`src/rtl/pwm14_pkg.sv`:
```
package pwm14_pkg;
  localparam int unsigned BUS_W        = 8;
  localparam int unsigned DEF_SUB_BITS  = 6;
  localparam int unsigned DEF_SLOT_BITS = 8;
endpackage

```
`src/rtl/pwm14_regs.sv`:
```
module pwm14_regs
  import pwm14_pkg::*;
#(
  parameter int unsigned DW = 14
) (
  input  logic             clk,
  input  logic             rst_n,
  input  logic             wr_en,
  input  logic             bus_addr,
  input  logic [BUS_W-1:0] wr_data,
  input  logic             load,
  output logic [DW-1:0]    pending,
  output logic [DW-1:0]    active
);
  localparam int unsigned HI_W = DW - BUS_W;

  logic [BUS_W-1:0] low_q;
  logic             unused_hi_bits;

  assign unused_hi_bits = ^wr_data[BUS_W-1:HI_W];

  // staging: the low byte waits for the upper write
  always_ff @(posedge clk) begin
    if (!rst_n) begin
      low_q   <= '0;
      pending <= '0;
    end else if (wr_en) begin
      if (!bus_addr) low_q   <= wr_data;
      else           pending <= {wr_data[HI_W-1:0], low_q};
    end
  end

  // active copy changes only at a period boundary
  always_ff @(posedge clk) begin
    if (!rst_n)    active <= '0;
    else if (load) active <= pending;
  end
endmodule

```
`src/rtl/pwm14_timebase.sv`:
```
module pwm14_timebase #(
  parameter int unsigned CW = 14
) (
  input  logic          clk,
  input  logic          rst_n,
  input  logic          clk_sel,
  output logic          sel_q,
  output logic          tick,
  output logic          load,
  output logic [CW-1:0] cnt
);
  logic phase_q;
  logic restart;

  assign restart = (clk_sel != sel_q);
  assign tick    = sel_q ? phase_q : 1'b1;
  assign load    = restart || (tick && (cnt == '1));

  always_ff @(posedge clk) begin
    if (!rst_n) begin
      sel_q   <= 1'b0;
      phase_q <= 1'b0;
      cnt     <= '0;
    end else if (restart) begin
      sel_q   <= clk_sel;
      phase_q <= 1'b0;
      cnt     <= '0;
    end else begin
      if (sel_q) phase_q <= ~phase_q;
      if (tick)  cnt     <= cnt + 1'b1;
    end
  end
endmodule

```
`src/rtl/pwm14_shaper.sv`:
```
module pwm14_shaper #(
  parameter int unsigned SUB_BITS  = 6,
  parameter int unsigned SLOT_BITS = 8
) (
  input  logic                          clk,
  input  logic                          rst_n,
  input  logic                          out_en,
  input  logic [SUB_BITS+SLOT_BITS-1:0] active,
  input  logic [SUB_BITS+SLOT_BITS-1:0] cnt,
  output logic                          pwm_out
);
  localparam int unsigned DW = SUB_BITS + SLOT_BITS;

  logic [SUB_BITS-1:0]  slot_idx;
  logic [SUB_BITS-1:0]  slot_rev;
  logic [SLOT_BITS-1:0] pos;
  logic [DW:0]          sum;
  logic [SLOT_BITS:0]   base;
  logic                 extra;
  logic [SLOT_BITS:0]   width;
  logic                 sat;
  logic                 hi_d;

  assign slot_idx = cnt[DW-1:SLOT_BITS];
  assign pos      = cnt[SLOT_BITS-1:0];

  for (genvar g = 0; g < SUB_BITS; g++) begin : g_rev
    assign slot_rev[g] = slot_idx[SUB_BITS-1-g];
  end

  assign sum   = {1'b0, active} + (DW+1)'(1 << SUB_BITS);
  assign base  = sum[DW:SUB_BITS];
  assign extra = (slot_rev < active[SUB_BITS-1:0]);
  assign width = base + {{SLOT_BITS{1'b0}}, extra};
  assign sat   = width[SLOT_BITS];
  assign hi_d  = out_en && (sat || (pos < width[SLOT_BITS-1:0]));

  always_ff @(posedge clk) begin
    if (!rst_n) pwm_out <= 1'b0;
    else        pwm_out <= hi_d;
  end
endmodule

```
`src/rtl/pwm14_spread.sv`:
```
module pwm14_spread
  import pwm14_pkg::*;
#(
  parameter int unsigned SUB_BITS  = DEF_SUB_BITS,
  parameter int unsigned SLOT_BITS = DEF_SLOT_BITS
) (
  input  logic             clk,
  input  logic             rst_n,
  input  logic             wr_en,
  input  logic             bus_addr,
  input  logic [BUS_W-1:0] wr_data,
  output logic [BUS_W-1:0] rd_data,
  input  logic             clk_sel,
  input  logic             out_en,
  output logic             pwm_out
);
  localparam int unsigned DW = SUB_BITS + SLOT_BITS;

  logic [DW-1:0] pending;
  logic [DW-1:0] active;
  logic [DW-1:0] cnt;
  logic          load;
  logic          tick;
  logic          sel_q;

  assign rd_data = '1;

  pwm14_regs #(.DW(DW)) u_regs (
    .clk(clk), .rst_n(rst_n), .wr_en(wr_en), .bus_addr(bus_addr),
    .wr_data(wr_data), .load(load), .pending(pending), .active(active)
  );

  pwm14_timebase #(.CW(DW)) u_tb (
    .clk(clk), .rst_n(rst_n), .clk_sel(clk_sel), .sel_q(sel_q),
    .tick(tick), .load(load), .cnt(cnt)
  );

  pwm14_shaper #(.SUB_BITS(SUB_BITS), .SLOT_BITS(SLOT_BITS)) u_shp (
    .clk(clk), .rst_n(rst_n), .out_en(out_en), .active(active),
    .cnt(cnt), .pwm_out(pwm_out)
  );
endmodule

```
`config.mk`:
```
export PLATFORM = sky130hd
export DESIGN_NAME = pwm14_spread
export DESIGN_NICKNAME = d
export VERILOG_FILES = /design/src/rtl/pwm14_pkg.sv /design/src/rtl/pwm14_regs.sv /design/src/rtl/pwm14_timebase.sv /design/src/rtl/pwm14_shaper.sv /design/src/rtl/pwm14_spread.sv
export SDC_FILE = /design/constraint.sdc
export NUM_CORES = 1
export LEC_CHECK = 0
export BUFFER_PORTS_ARGS = -buffer_cell sky130_fd_sc_hd__buf_2
export CAP_MARGIN = 15
export CORE_MARGIN = 4
export CORE_UTILIZATION = 41
export CTS_BUF_LIST = sky130_fd_sc_hd__clkbuf_8
export DETAILED_ROUTE_END_ITERATION = 6
export GPL_ROUTABILITY_DRIVEN = 1
export GPL_TIMING_DRIVEN = 0
export SLEW_MARGIN = 10
export SYNTH_ARGS = -nofsm -noshare
export SYNTH_HDL_FRONTEND = slang
export SYNTH_SLANG_ARGS = --single-unit
```
`constraint.sdc`:
```
create_clock -name clk -period 3.8 [get_ports clk]
set_clock_uncertainty 0.05 [all_clocks]
set_input_delay 0.19 -clock clk [delete_from_list [all_inputs] [get_ports clk]]
set_output_delay 0.19 -clock clk [all_outputs]
set_load 0.005 [all_outputs]
```
---- Word level (Yosys, flattened, before mapping) ----
Cells that the tools add are included.
storage, ports and cells
  logic and storage cells ................. 25
  input bits .............................. 14
  register bits after elaboration ......... 53
  output and inout port bits .............. 9
cells by class
  order comparisons ....................... 2
  muxes and demuxes ....................... 1
  add/sub/neg operators ................... 3
  bitwise operators ....................... 3
  equal/unequal tests ..................... 2
  reductions and logical operators ........ 7
operator list
  cell                                                              count
  14-bit by 7-bit adder with 15-bit output (second input constant)  1
  14-bit by 1-bit adder with 14-bit output (second input constant)  1
  14-bit == test (second input constant)                            1
  9-bit by 1-bit adder with 9-bit output                            1
  8-bit less-than comparator                                        1
  6-bit less-than comparator                                        1
  2-bit AND reduction                                               2
  1-bit NOT                                                         3
  1-bit logical AND                                                 2
  1-bit logical OR                                                  2
  2-bit OR reduction                                                1
  1-bit two-way mux                                                 1
  1-bit inequality test                                             1

---- Depth between registers and ports, before layout ----
  depth in word-level cells ............... 5
  mapped depth ............................ 17
  depth with buffers taken out ............ 17

---- Hierarchy ----
A second synthesis with hierarchy kept.
unflattened totals
  cell total of the unflattened synthesis .. 313
  area total of the unflattened synthesis .. 2887.8 um2
by module, submodules not included
  module          cells an instance  instances  area an instance (um2)  sequential area each (um2)
  pwm14_regs      128                1          1377.6                  720.7
  pwm14_timebase  83                 1          729.4                   320.3
  pwm14_shaper    93                 1          716.9                   20.0
  pwm14_spread    9                  1          63.8                    0.0

---- Worst setup path after synthesis ----
Ideal clock, no wire load.
  path kind ............................... flip-flop to flip-flop
  start ................................... reg u_regs.active[1]
  end ..................................... reg u_shp.pwm_out
  arrival ................................. 2.930 ns
  data required time ...................... 3.676 ns
  clock period less this slack ............ 3.054 ns
  cell stages (with the launch flop) ...... 18
  path slack .............................. 0.746 ns
  cell sequence ........................... dfxtp_1 > inv_1 > ha_1 > a21o_1 > a21o_1 > a21oi_1 > o21a_1 > ha_1 > ha_1 > nand3b_1 > o22ai_1 > o31ai_1 > xnor2_1 > ha_1 > a21o_1 > a21oi_1 > o21ai_0 > a31oi_1
between the ends
  word-level cells in the longest chain between the ends .. 5
  elaborated cells on any way between the ends .. 6
  classes of those cells .................. add/sub (2); order compare (2); reduce/logical (2)
ends and longest elaborated chain
  item                                                                                    RTL line                                source
  start: declaration                                                                      pwm14_regs.sv:13                        output logic [DW-1:0] active
  start signal: assignment                                                                pwm14_regs.sv:36                        else if (load) active <= pending;
  14-bit by 7-bit adder with 15-bit output or 6-bit less-than comparator (tied branches)  pwm14_shaper.sv:31, pwm14_shaper.sv:33
  9-bit by 1-bit adder with 9-bit output (*)                                              pwm14_shaper.sv:34                      assign width = base + {{SLOT_BITS{1'b0}}, extra};
  8-bit less-than comparator                                                              pwm14_shaper.sv:36                      assign hi_d = out_en && (sat || (pos < width[SLOT_BITS-1:0]));
  1-bit logical OR (*)                                                                    pwm14_shaper.sv:36
  1-bit logical AND (*)                                                                   pwm14_shaper.sv:36
  end signal: assignment                                                                  pwm14_shaper.sv:40                      else pwm_out <= hi_d;
  end: declaration                                                                        pwm14_shaper.sv:10                      output logic pwm_out
Mark *: on every way between the ends. The rest lies on a longest branch, timed or not.
A chain may end at the register's enable or synchronous reset.

---- Final worst setup path ----
Same ends and word-level chain as after synthesis.

==> impl_metrics.ini <==
[status]
status = complete, no violations

[floorplanning]
start_util_pct = 43.09
io_pins = 23
fp.dieW_um = 90.63
row_count = 29
die-height_um = 90.63
die-area_um2 = 8213
coreArea_um2 = 6495

[synth]
synth.top_cell.area_share_pct = 37.91
synth_ff_type = dfxtp_1
ys_warn_count = 0
synth_area_leaders = dfxtp_1 38%, mux2i_1 8.6%, ha_1 7.2%, nand2_1 5.5%, nor2b_1 5.4%
synth_edf_count = 0
synth-seq-cells = 53
yosysSeqAreaShare_pct = 37.91
synth.distinct_cells = 47
syn_area_um2 = 2799
netlist_top_cells_count = 53 x dfxtp_1, 41 x nand2_1, 24 x mux2i_1, 24 x nor2b_1, 16 x ha_1
synth_top_area_cell = dfxtp_1
syn_inst = 308
avgSynthCellArea_um2 = 9.087
yosysMostFrequentCell = dfxtp_1
async_flop_share_pct = 0

[drt]
drcViolationCount = 0
first_pass_iters = 4
dr_total_vias = 2086
wl_per_cell_um = 12.77
first_iter_violations = 51
vias_per_cell = 5.051
ant_nets = 0
postRouteWirelength_um = 5274

[clocking]
clock_latency_ns = 0.30
cts-resized-gates = 0
cts_buffer_depth = 2
cts_tree = built
cts_sinks = 53
post_cts_buffers = 0
root_buffer = clkbuf_8
cts_made_buffers = 5
htree_levels = 2
cts_hold_buf = 0
clkSlewWorstSetupHoldPaths_ns = 0.09

[final_layout]
fin_nets = 366
diodes = 0
fillers = 618
syn_to_final_growth_pct = 9.924
stdcell_area_um2 = 3077
drive_gt1_share_pct = 11.90
regArea_um2 = 1061
multi_input_area_um2 = 1598

[pwr]
p_leak_nw = 1.146
pwr_density_cell_nw_per_um2 = 324.4
peakVddDrop_uv = 229.2

[timing]
hold_viol_final = 0
relSlewSlack_pct = 48.22
tns_ns = 0
fmax_mhz = 294.8
tightestPinTransition_ns = 0.7659
rsz0062_at_grt = false
setup_viol = 0
finalCritPeriodShare_pct = 89.28
min_period_ns = 3.393
finalMaxSlewViolations = 0

[global_routing]
grt_overflow = 0
grt_max_degree = 17
grt_pass1_vias = 1995
grt_usage_pct = 13.94
grt_pass1_wl_um = 9501
antenna_found_initial = 0

[worst_setup_path]
r2r-start = u_regs.active[1]
end_kind = register
critPathRequiredTime_ns = 3.98
reg2reg_slack_ns = 0.41
r2r_cells = 17
cp_data_arrival_time_ns = 3.58
critical_path_class = register to register
timing.rr.end = u_shp.pwm_out
critical_path.max_fanout = 5
start_kind = register

[placement]
placed_area_um2 = 2992
gp_congestion = 0.7585
hpwlAfterDp_um = 4019
io_buffers = 14

[min_path]
min_to = u_shp.pwm_out
hp-start = out_en
hold_class = primary input to register
whs_path_depth = 3

[flow_run]
drv_cap = 0
-- power breakdown --
part | leakage [nW] | internal [W] | switching [W]
Combinational | 0.675 | 0.0000512 | 0.0000540
Clock | 0.0402 | 0.000128 | 0.000186
Sequential | 0.430 | 0.000570 | 0.00000941
Total | 1.15 | 0.000748 | 0.000250
-- layer usage --
layer / global-route usage [%] / up-vias / share of wire [%]
li1: - / 1099 / -
met1: 19.16 / 949 / 51
met2: 22.17 / 32 / 45
met3: 3.333 / 6 / 3.0
met4: 2.934 / 0 / 0.64
met5: 0 / - / 0
-- placed cells by master, fill, tap and decap left out, drive strengths merged, types with 2 or more instances in the layout --
cell type,netlist,routed
nor4b,2,2
ha,16,16
nand4,7,7
o21ai,5,5
nand2b,2,2
dfxtp,53,53
and4,2,2
buf,13,27
clkbuf,10,15
nor2b,24,24
o31ai,2,2
and3,3,3
o22ai,2,2
nand2,41,41
a31oi,2,2
a21oi,11,11
a21o,3,3
mux2i,24,24
inv,8,8
xor2,9,9
nor2,15,15
or3,3,3
xnor2,12,12
and2,2,2
nand3b,3,3
nand3,7,7
o211ai,2,2
conb,1,8
a21boi,14,14
-- cell type report --
cell class,instances,share of cell area [%]
Tap cell,77,3.131
Buffer,23,4.433
Timing Repair Buffer,14,2.277
Inverter,8,0.9760
Clock buffer,5,2.237
Sequential cell,53,34.49
Multi-Input combinational cell,231,51.93
Clock inverter,2,0.5287
-- flip-flops by register name, indices dropped and copies added, names as in the netlist --
signal,count
u_tb.phase_q,1
u_regs.active,14
u_shp.pwm_out,1
u_tb.cnt,14
u_regs.pending,14
u_tb.sel_q,1
u_regs.low_q,8
-- per-stage QoR --
step	cells	utilization [%]	power [W]	worst slack (ns)	hold slack, ns
global route	413	47.37	0.001049	0.09027	0.05427
global placement	406	46.06	0.0006961	0.4056	0.3704
detailed placement	406	46.06	0.0006978	0.3799	0.3730
floorplan	315	-	0.0006695	0.7462	0.2617
finish	413	47.37	0.0009981	0.4073	0.05576
CTS	413	47.37	0.001011	0.3702	0.04533
-- worst max-delay path, stage by stage, from the launching register on --
cell,delay (ns)
dfxtp_1,0.35
inv_1,0.05
ha_1,0.28
a21o_1,0.15
a21o_1,0.17
a21oi_1,0.14
o21a_1,0.15
ha_1,0.23
ha_1,0.24
nand2_1,0.07
o22ai_1,0.29
o31ai_1,0.14
xnor2_1,0.21
ha_1,0.27
a21o_1,0.18
a21oi_1,0.12
o21ai_0,0.09
a31oi_1,0.16
-- cells by family after synthesis --
group / Yosys count / synth area share (%)
AND/OR/NAND/NOR: 116 / 22.26
flip-flops: 53 / 37.91
AO/OA/AOI/OAI: 46 / 11.44
buffers and inverters: 31 / 5.945
multiplexers: 24 / 8.583
XOR/XNOR: 21 / 6.571
adder cells (fa/ha/maj): 16 / 7.152
other: 1 / 0.1340
-- worst max path at each step --
stage                          to  slack (ns)             start
finish              u_shp.pwm_out        0.41  u_regs.active[1]
global placement    u_shp.pwm_out        0.41  u_regs.active[1]
floorplan           u_shp.pwm_out        0.75  u_regs.active[1]
CTS                 u_shp.pwm_out        0.37  u_regs.active[1]
detailed placement  u_shp.pwm_out        0.38  u_regs.active[1]
global route        u_shp.pwm_out        0.09      u_tb.cnt[12]
Note: power is estimated with default switching activity, not from simulation.
